==> config.mk <==
export PLATFORM = sky130hd
export DESIGN_NAME = dma_sector_tracker
export DESIGN_NICKNAME = d
export VERILOG_FILES = /design/src/rtl/dst_pkg.sv /design/src/rtl/dst_datapath.sv /design/src/rtl/dst_control.sv /design/src/rtl/dma_sector_tracker.sv
export SDC_FILE = /design/constraint.sdc
export NUM_CORES = 1
export LEC_CHECK = 0
export BUFFER_PORTS_ARGS = -buffer_cell sky130_fd_sc_hd__buf_4
export CORE_UTILIZATION = 30
export CTS_CLUSTER_DIAMETER = 30
export DETAILED_ROUTE_END_ITERATION = 6
export PLACE_DENSITY = 0.56
export SLEW_MARGIN = 10
export SYNTH_ARGS = -nofsm -noshare
export SYNTH_HDL_FRONTEND = slang
export SYNTH_HIERARCHICAL = 1
export SYNTH_SLANG_ARGS = --single-unit
==> constraint.sdc <==
create_clock -name clk -period 10.12 [get_ports clk]
set_input_delay 1.518 -clock clk [delete_from_list [all_inputs] [get_ports clk]]
set_output_delay 1.518 -clock clk [all_outputs]
set_load 0.005 [all_outputs]
==> src/rtl/dst_pkg.sv <==
package dst_pkg;
  typedef struct packed {
    logic load;     // latch start values
    logic account;  // account previously issued chunk
    logic issue;    // issue offered chunk
    logic fail;     // error path
    logic endDma;   // end of DMA phase
  } ctrlStrobe_t;

  localparam logic [7:0] STAT_BUSY  = 8'h80;
  localparam logic [7:0] STAT_READY = 8'h40;
  localparam logic [7:0] STAT_SEEK  = 8'h10;
  localparam logic [7:0] STAT_ERR   = 8'h01;
  localparam logic [7:0] STAT_OK    = STAT_READY | STAT_SEEK;
  localparam logic [7:0] STAT_FAIL  = STAT_READY | STAT_ERR;
endpackage

==> src/rtl/dst_datapath.sv <==
module dst_datapath
  import dst_pkg::*;
#(
  parameter int LBA_W = 28,
  parameter int CNT_W = 16,
  parameter int PKT_W = 20,
  parameter int LEN_W = 16
) (
  input  logic               clk,
  input  logic               rstN,
  input  ctrlStrobe_t        st,
  input  logic               modeIn,
  input  logic [1:0]         cmdIn,
  input  logic [LBA_W-1:0]   startLba,
  input  logic [CNT_W-1:0]   startSectors,
  input  logic [PKT_W-1:0]   startPktBytes,
  input  logic [10:0]        startOffset,
  input  logic [LEN_W-1:0]   chunkLen,
  output logic [LBA_W+1:0]   reqAddr,
  output logic [1:0]         reqCmd,
  output logic               doneNext
);
  localparam int SUM_W = (LEN_W > 11 ? LEN_W : 11) + 1;
  localparam int SEC_W = LEN_W + 1;

  logic [LBA_W-1:0] lbaQ, baseLba, lbaN;
  logic [CNT_W-1:0] cntQ, baseCnt, cntN;
  logic [PKT_W-1:0] remQ, baseRem, remN;
  logic [10:0]      offQ, baseOff, offN;
  logic [LEN_W-1:0] prevQ, acctSize;
  logic             modeQ, modeEff;
  logic [1:0]       cmdQ;
  logic [LBA_W+1:0] addrQ, addrN;
  logic [SEC_W-1:0] secs;
  logic [SUM_W-1:0] sum;

  always_comb begin
    modeEff  = st.load ? modeIn : modeQ;
    baseLba  = st.load ? startLba : lbaQ;
    baseCnt  = st.load ? startSectors : cntQ;
    baseRem  = st.load ? startPktBytes : remQ;
    baseOff  = st.load ? (modeIn ? startOffset : 11'd0) : offQ;
    acctSize = st.account ? prevQ : '0;
    secs     = (SEC_W'(acctSize) + SEC_W'(511)) >> 9;
    sum      = SUM_W'(baseOff) + SUM_W'(acctSize);
    lbaN     = baseLba;
    cntN     = baseCnt;
    remN     = baseRem;
    offN     = baseOff;
    if (modeEff) begin
      lbaN = baseLba + LBA_W'(sum >> 11);
      offN = sum[10:0];
      if (PKT_W'(acctSize) >= baseRem) remN = '0;
      else                             remN = baseRem - PKT_W'(acctSize);
    end else begin
      lbaN = baseLba + LBA_W'(secs);
      offN = 11'd0;
      if (CNT_W'(secs) >= baseCnt || (SEC_W > CNT_W && (secs >> CNT_W) != 0)) cntN = '0;
      else cntN = baseCnt - CNT_W'(secs);
    end
    doneNext = modeEff ? (remN == '0) : (cntN == '0);
    if (modeEff) addrN = {lbaN, 2'b00} + (LBA_W+2)'(offN[10:9]);
    else         addrN = (LBA_W+2)'(lbaN);
  end

  always_ff @(posedge clk or negedge rstN) begin
    if (!rstN) begin
      lbaQ  <= '0;
      cntQ  <= '0;
      remQ  <= '0;
      offQ  <= '0;
      prevQ <= '0;
      modeQ <= 1'b0;
      cmdQ  <= 2'd0;
      addrQ <= '0;
    end else begin
      if (st.load) begin
        modeQ <= modeIn;
        cmdQ  <= cmdIn;
      end
      if (st.load || st.account) begin
        lbaQ <= lbaN;
        cntQ <= cntN;
        remQ <= remN;
        offQ <= offN;
      end
      if (st.issue) begin
        prevQ <= chunkLen;
        addrQ <= addrN;
      end else if (st.load) begin
        prevQ <= '0;
      end
    end
  end

  assign reqAddr = addrQ;
  assign reqCmd  = cmdQ;
endmodule

==> src/rtl/dst_control.sv <==
module dst_control
  import dst_pkg::*;
(
  input  logic        clk,
  input  logic        rstN,
  input  logic        startPulse,
  input  logic        chunkDone,
  input  logic        chunkErr,
  input  logic        lenZero,
  input  logic        doneNext,
  output ctrlStrobe_t st,
  output logic        active,
  output logic        reqValid,
  output logic        dmaEnd,
  output logic        done,
  output logic        irq,
  output logic [7:0]  status
);
  logic evt, okEvt;

  always_comb begin
    evt        = startPulse || (active && chunkDone);
    st.load    = startPulse;
    st.fail    = !startPulse && active && chunkDone && chunkErr;
    st.account = !startPulse && active && chunkDone && !chunkErr;
    okEvt      = evt && !st.fail;
    st.issue   = okEvt && !lenZero;
    st.endDma  = st.fail || (okEvt && lenZero);
  end

  always_ff @(posedge clk or negedge rstN) begin
    if (!rstN) begin
      active   <= 1'b0;
      reqValid <= 1'b0;
      dmaEnd   <= 1'b0;
      done     <= 1'b0;
      irq      <= 1'b0;
      status   <= 8'h00;
    end else begin
      reqValid <= st.issue;
      dmaEnd   <= st.endDma;
      if (st.load) begin
        active <= 1'b1;
        done   <= 1'b0;
        irq    <= 1'b0;
        status <= STAT_BUSY;
      end
      if ((st.load || st.account) && doneNext) begin
        done   <= 1'b1;
        irq    <= 1'b1;
        status <= STAT_OK;
      end
      if (st.fail) begin
        active <= 1'b0;
        done   <= 1'b0;
        irq    <= 1'b1;
        status <= STAT_FAIL;
      end else if (st.endDma) begin
        active <= 1'b0;
      end
    end
  end
endmodule

==> src/rtl/dma_sector_tracker.sv <==
module dma_sector_tracker
  import dst_pkg::*;
#(
  parameter int LBA_W = 28,
  parameter int CNT_W = 16,
  parameter int PKT_W = 20,
  parameter int LEN_W = 16
) (
  input  logic             clk,
  input  logic             rstN,
  input  logic             startPulse,
  input  logic             modePacket,
  input  logic [1:0]       cmdIn,
  input  logic [LBA_W-1:0] startLba,
  input  logic [CNT_W-1:0] startSectors,
  input  logic [PKT_W-1:0] startPktBytes,
  input  logic [10:0]      startOffset,
  input  logic             chunkDone,
  input  logic             chunkErr,
  input  logic [LEN_W-1:0] chunkLen,
  output logic             reqValid,
  output logic [LBA_W+1:0] reqAddr,
  output logic [1:0]       reqCmd,
  output logic             dmaEnd,
  output logic             done,
  output logic             irq,
  output logic [7:0]       status
);
  ctrlStrobe_t st;
  logic        doneNext;
  logic        active;

  dst_control u_ctrl (
    .clk(clk), .rstN(rstN), .startPulse(startPulse), .chunkDone(chunkDone),
    .chunkErr(chunkErr), .lenZero(chunkLen == '0), .doneNext(doneNext),
    .st(st), .active(active), .reqValid(reqValid), .dmaEnd(dmaEnd),
    .done(done), .irq(irq), .status(status)
  );

  dst_datapath #(.LBA_W(LBA_W), .CNT_W(CNT_W), .PKT_W(PKT_W), .LEN_W(LEN_W)) u_dp (
    .clk(clk), .rstN(rstN), .st(st), .modeIn(modePacket), .cmdIn(cmdIn),
    .startLba(startLba), .startSectors(startSectors), .startPktBytes(startPktBytes),
    .startOffset(startOffset), .chunkLen(chunkLen), .reqAddr(reqAddr),
    .reqCmd(reqCmd), .doneNext(doneNext)
  );
endmodule

Word level (Yosys, flattened, before mapping)

Index checks and enable logic that the tools add are counted.

Output and inout port bits: 44
Logic and storage cells: 72
Flip-flop bits (word level): 137

Magnitude comparators: 2
Reduce and logical (&&, ||, !) cells: 22
Multiplexer cells: 27
Add/subtract/negate cells: 7

Operators with widths:

| cell                                                             | count |
|---|---|
| 16-bit 2-to-1 mux                                                | 6 |
| 20-bit 2-to-1 mux                                                | 3 |
| 28-bit 2-to-1 mux                                                | 2 |
| 11-bit 2-to-1 mux                                                | 3 |
| 16-bit zero test                                                 | 2 |
| 30-bit by 2-bit adder with 30-bit output                         | 1 |
| 30-bit 2-to-1 mux                                                | 1 |
| 28-bit by 6-bit adder with 28-bit output                         | 1 |
| 28-bit by 8-bit adder with 28-bit output                         | 1 |
| 8-bit 2-to-1 mux                                                 | 3 |
| 16-bit by 20-bit >= comparator with 1-bit output                 | 1 |
| 20-bit zero test                                                 | 1 |
| 20-bit by 16-bit subtractor with 20-bit output                   | 1 |
| 11-bit by 16-bit adder with 17-bit output                        | 1 |
| 16-bit by 9-bit adder with 17-bit output (second input constant) | 1 |
| 8-bit by 16-bit >= comparator with 1-bit output                  | 1 |
| 16-bit by 8-bit subtractor with 16-bit output                    | 1 |
| 1-bit logical AND                                                | 9 |
| 1-bit 2-to-1 mux                                                 | 9 |
| 3-bit nonzero test                                               | 2 |
| 1-bit zero test                                                  | 4 |
| 1-bit logical OR                                                 | 3 |
| 2-bit nonzero test                                               | 1 |

Logic depth before layout (Yosys ltp)

Depth after elaboration: 14
Gate-level depth with buffers: 38
Mapped depth without buffers: 29

Hierarchy

Netlist, hierarchy kept.

By module, submodules not included:

| module             | instances | area an instance (µm²) | cells an instance | seq. area each (µm²) |
|---|---|---|---|---|
| dst_datapath       | 1         | 10254.8                | 1271              | 3103.0 |
| dst_control        | 1         | 431.7                  | 43                | 200.2 |
| dma_sector_tracker | 1         | 33.8                   | 5                 | 0.0 |

Least setup slack after synthesis

OpenSTA, ideal clock, no wires.

Path kind: input-to-reg
From: input startPulse
To: register u_dp.addrQ[24], in the netlist u_dp/reqAddr[24]
Stages: 38
Data arrival time: 8.502 ns
Path slack: 1.541 ns
Path buffers: 12
Setup time: 0.077 ns
Cells stage by stage: buf_4 buf_6 buf_4 buf_4 buf_4 buf_4 buf_2 buf_2 buf_2 buf_1 clkbuf_1 o21ai_0 ha_1 a21oi_1 a31oi_1 o21ai_1 a211oi_1 o41ai_1 [... 2 more ...] a21oi_1 nand2_1 nand2_1 a21oi_1 ha_1 fa_1 a21o_1 a21oi_1 o21bai_1 a21oi_1 o21ai_0 a21oi_1 or2_2 clkbuf_1 nor3_1 xnor2_1 mux2i_1 a21oi_1

Cells in the longest elaborated chain, start to end: 10

RTL lines:

| item                                                                                                         | RTL line                               | text |
|---|---|---|
| from (decl)                                                                                                  | dma_sector_tracker.sv:11               | `input logic startPulse,` |
| 1-bit zero test                                                                                              | dst_control.sv:24, dst_control.sv:25   |  |
| 1-bit logical AND (2 in series)                                                                              | dst_control.sv:24, dst_control.sv:25   |  |
| 1-bit logical AND                                                                                            | dst_control.sv:25                      | `st.account = !startPulse && active && chunkDone && !chunkErr;` |
| 16-bit 2-to-1 mux                                                                                            | dst_datapath.sv:43                     | `acctSize = st.account ? prevQ : '0;` |
| 16-bit by 9-bit adder with 17-bit output / 11-bit by 16-bit adder with 17-bit output (equally long branches) | dst_datapath.sv:44, dst_datapath.sv:45 |  |
| 28-bit by 8-bit adder with 28-bit output / 28-bit by 6-bit adder with 28-bit output (equally long branches)  | dst_datapath.sv:56, dst_datapath.sv:51 |  |
| 28-bit 2-to-1 mux                                                                                            | dst_datapath.sv:50                     | `if (modeEff) begin` |
| 30-bit by 2-bit adder with 30-bit output                                                                     | dst_datapath.sv:62                     | `if (modeEff) addrN = {lbaN, 2'b00} + (LBA_W+2)'(offN[10:9]);` |
| 30-bit 2-to-1 mux                                                                                            | dst_datapath.sv:62                     |  |
| to (signal assigned)                                                                                         | dst_datapath.sv:89                     | `addrQ <= addrN;` |
| to (decl)                                                                                                    | dst_datapath.sv:33                     | `logic [LBA_W+1:0] addrQ, addrN;` |

Several ways; a longest one is shown, not always the timed one.
A chain may end at the register's enable or synchronous reset.

==> metrics.csv <==
metric;value;unit
p_clk_share;30.4;%
sequentialPowerShare;35.6;%
drt-total-wl;34.7;mm
r2r-end;u_dp/reqAddr[27];
layout.nets;1540;
peakVddDrop;0.000123;V
clockBufferDepth;2;
yosys.cell_types.count;88;
fin_cells;1878;
dr_total_vias;10000;
seq_area_frac_synth;30.8;%
layout_common_cells;nand2_1 (215), buf_4 (148), dfrtp_1 (132);
rr_startpoint;u_ctrl/active;
dp_hpwl;25.6;mm
dieArea;36500;µm²
grt_overflow;0;
hp-start;u_dp/lbaQ[7];
slew_headroom;40.1;%
start_kind;primary input;
max_freq;130;MHz
leakagePower;5.30;nW
pin_count;143;
cp_top_family;compound AO/OA/AOI/OAI gates;
fp.dieH;191;µm
fin_crit;7.67;ns
numPortBuffers;138;
setup_viol;0;
crit_type;primary input to register;
r2r_cells;29;
switchingPower;0.707;mW
post_cts_buffers;0;
intPower;1.22;mW
clk_pin_slew_worst_paths;0.07;ns
grt_max_degree;91;
maxSlewViolCount;0;
cp_num_buf_inv;3;
max_cap_violations;0;
yosys_register_bits;132;
grt_pass1_wl;55.0;mm
fp.dieW;191;µm
crit_arrival;7.95;ns
worstHoldPathType;register to register;
ys.flop_type;dfrtp_1;
cpPeakStageDelay;0.66;ns
drive_gt1_share;18.6;%
core_area;34900;µm²
drtPass1Iterations;5;
yosys-top-cells-area;dfrtp_1 (31%), nand2_1 (7.6%), xnor2_1 (5.5%);
area_delta_synth_final;17.4;%
end_kind;register;
htree_levels;4;
grt_use_total;19.5;%
ant_nets;0;
cts_tree;yes;
ctsResizeCount;0;
worst-path-max-fanout;43;
min_path_cells;2;
dr.first_iter.drc_count;892;
vias_per_cell;5.33;
row_count;68;
synth-edff-count;0;
synthCells;1319;
synth-warning-count;6;
cts.sinks;132;
postSynth.asyncResetShare;100;%
power.share.switching;36.7;%
syn_avg_cell_area;8.13;µm²
grt_pass1_vias;9636;
min_to;u_dp/lbaQ[7];
diodes;0;
power_density;153;nW/µm²
min_period_over_period;75.8;%
wire_per_inst;18.5;µm
p_comb_share;34.0;%
setup_tns;0;ns
start_util;30.7;%
dp.cells;1846;
drc;0;
synth_top_area_share;30.8;%
rsz0062_at_grt;false;
status;finished clean;
reg2reg_slack;3.24;ns
required;10.40;ns
skew;0.0121;ns
root_buffer;clkbuf_16;
worst_pin_slew;0.877;ns
cts_hold_buf;0;
cpMaxStageDelayCell;o21ai_1;
yosys.area.top_type;dfrtp_1;
power.total;1.93;mW
globalplace.congestion;0.879;
insertion_delay;0.45;ns
cts-buffers-inserted;17;
layout_commonest_cell;nand2_1;
antenna_found_initial;0;
hold_viol;0;
synthesis.area;10700;µm²
==> per-layer routing <==
metal / vias to the layer above / part of all wire, % / GRT usage (%)
met3: 28 / 5.8 / 3.86
met2: 277 / 44 / 28.9
li1: 4874 / - / -
met5: - / 0 / 0
met4: 0 / 1.5 / 4.92
met1: 4831 / 49 / 28.5
==> tightest hold or removal path, stage by stage (launching register included) <==
cell	delay [ns]
dfrtp_1	0.34
nand2_1	0.05
nand2_1	0.05
==> power groups by stage <==
stage               logic [mW]  registers (mW)  clock network, mW
floorplan                0.450           0.675                  0
global placement         0.646           0.692                  0
detailed placement       0.652           0.694                  0
CTS                      0.655           0.686              0.602
global route             0.731           0.699              0.624
finish                   0.655           0.685              0.587
==> synthesized netlist by cell type (7+ instances only) <==
cell / instances
nand2_1: 216
dfrtp_1: 132
nor2_1: 131
a21oi_1: 78
xnor2_1: 67
o21ai_0: 63
clkbuf_1: 48
inv_1: 42
mux2i_1: 42
mux2_2: 37
a31oi_1: 34
nand3_1: 34
ha_1: 27
nor3_1: 25
xor2_1: 21
and2_1: 17
nand2b_1: 16
nor4_1: 14
a21o_1: 13
buf_4: 12
a211oi_1: 11
a22o_1: 11
nor2b_1: 11
or2_2: 11
o21a_1: 10
o31ai_1: 10
a31o_2: 9
buf_6: 9
nand4_1: 8
o211ai_1: 8
a221oi_1: 7
and3_1: 7
o22ai_1: 7
==> worst max path at each step <==
| stage | slack (ns) | endpoint | start | cells past startpoint |
|---|---|---|---|---|
| 6_report | 2.45 | u_dp/reqAddr[27] | startPulse | 29 |
| 5_1_grt | 1.84 | u_dp/reqAddr[27] | startPulse | 28 |
| 4_1_cts | 2.49 | u_dp/reqAddr[27] | startPulse | 29 |
| 3_5_place_dp | 2.03 | u_dp/reqAddr[27] | startPulse | 29 |
| 3_3_place_gp | 2.20 | u_dp/reqAddr[27] | startPulse | 29 |
| 2_1_floorplan | 1.54 | u_dp/reqAddr[24] | startPulse | 38 |
==> cells by family after synthesis <==
family	count (synthesis)	synth area share, %
AO/OA/AOI/OAI	321	19.9
other	1	0.0350
buffers and inverters	124	5.46
AND/OR/NAND/NOR	536	23.9
flip-flops	132	30.8
multiplexers	81	8.15
adder cells (fa/ha/maj)	34	4.18
XOR/XNOR	90	7.57
==> registers in the layout, indices dropped and copies added (netlist names) <==
signal,flops
u_dp/reqAddr,30
u_dp/lbaQ,28
u_dp/remQ,20
u_dp/cntQ,16
u_dp/prevQ,16
u_dp/offQ,11
u_ctrl/status,4
u_dp/reqCmd,2
u_ctrl/active,1
u_ctrl/dmaEnd,1
u_ctrl/irq,1
u_ctrl/reqValid,1
u_dp/modeQ,1
==> metrics by stage <==
stage          worst slack [ns]  utilization (%)  cell area (µm²)  hold slack, ns
6_report                   2.45             36.1            12600           0.462
5_1_grt                    1.84             36.1            12600           0.491
4_1_cts                    2.49             36.1            12600           0.466
3_5_place_dp               2.03             34.5            12000           0.452
3_3_place_gp               2.20             34.5            12000           0.443
2_1_floorplan              1.54                -            10700           0.431
==> area by class of cell <==
cell class	count	area [µm²]
Clock inverter	13	100
Sequential cell	132	3300
Fill cell	3674	22300
Timing Repair Buffer	149	1120
Inverter	44	165
Clock buffer	19	443
Tap cell	455	569
Multi-Input combinational cell	1066	6880
Note: power is estimated with default switching activity, not from simulation.
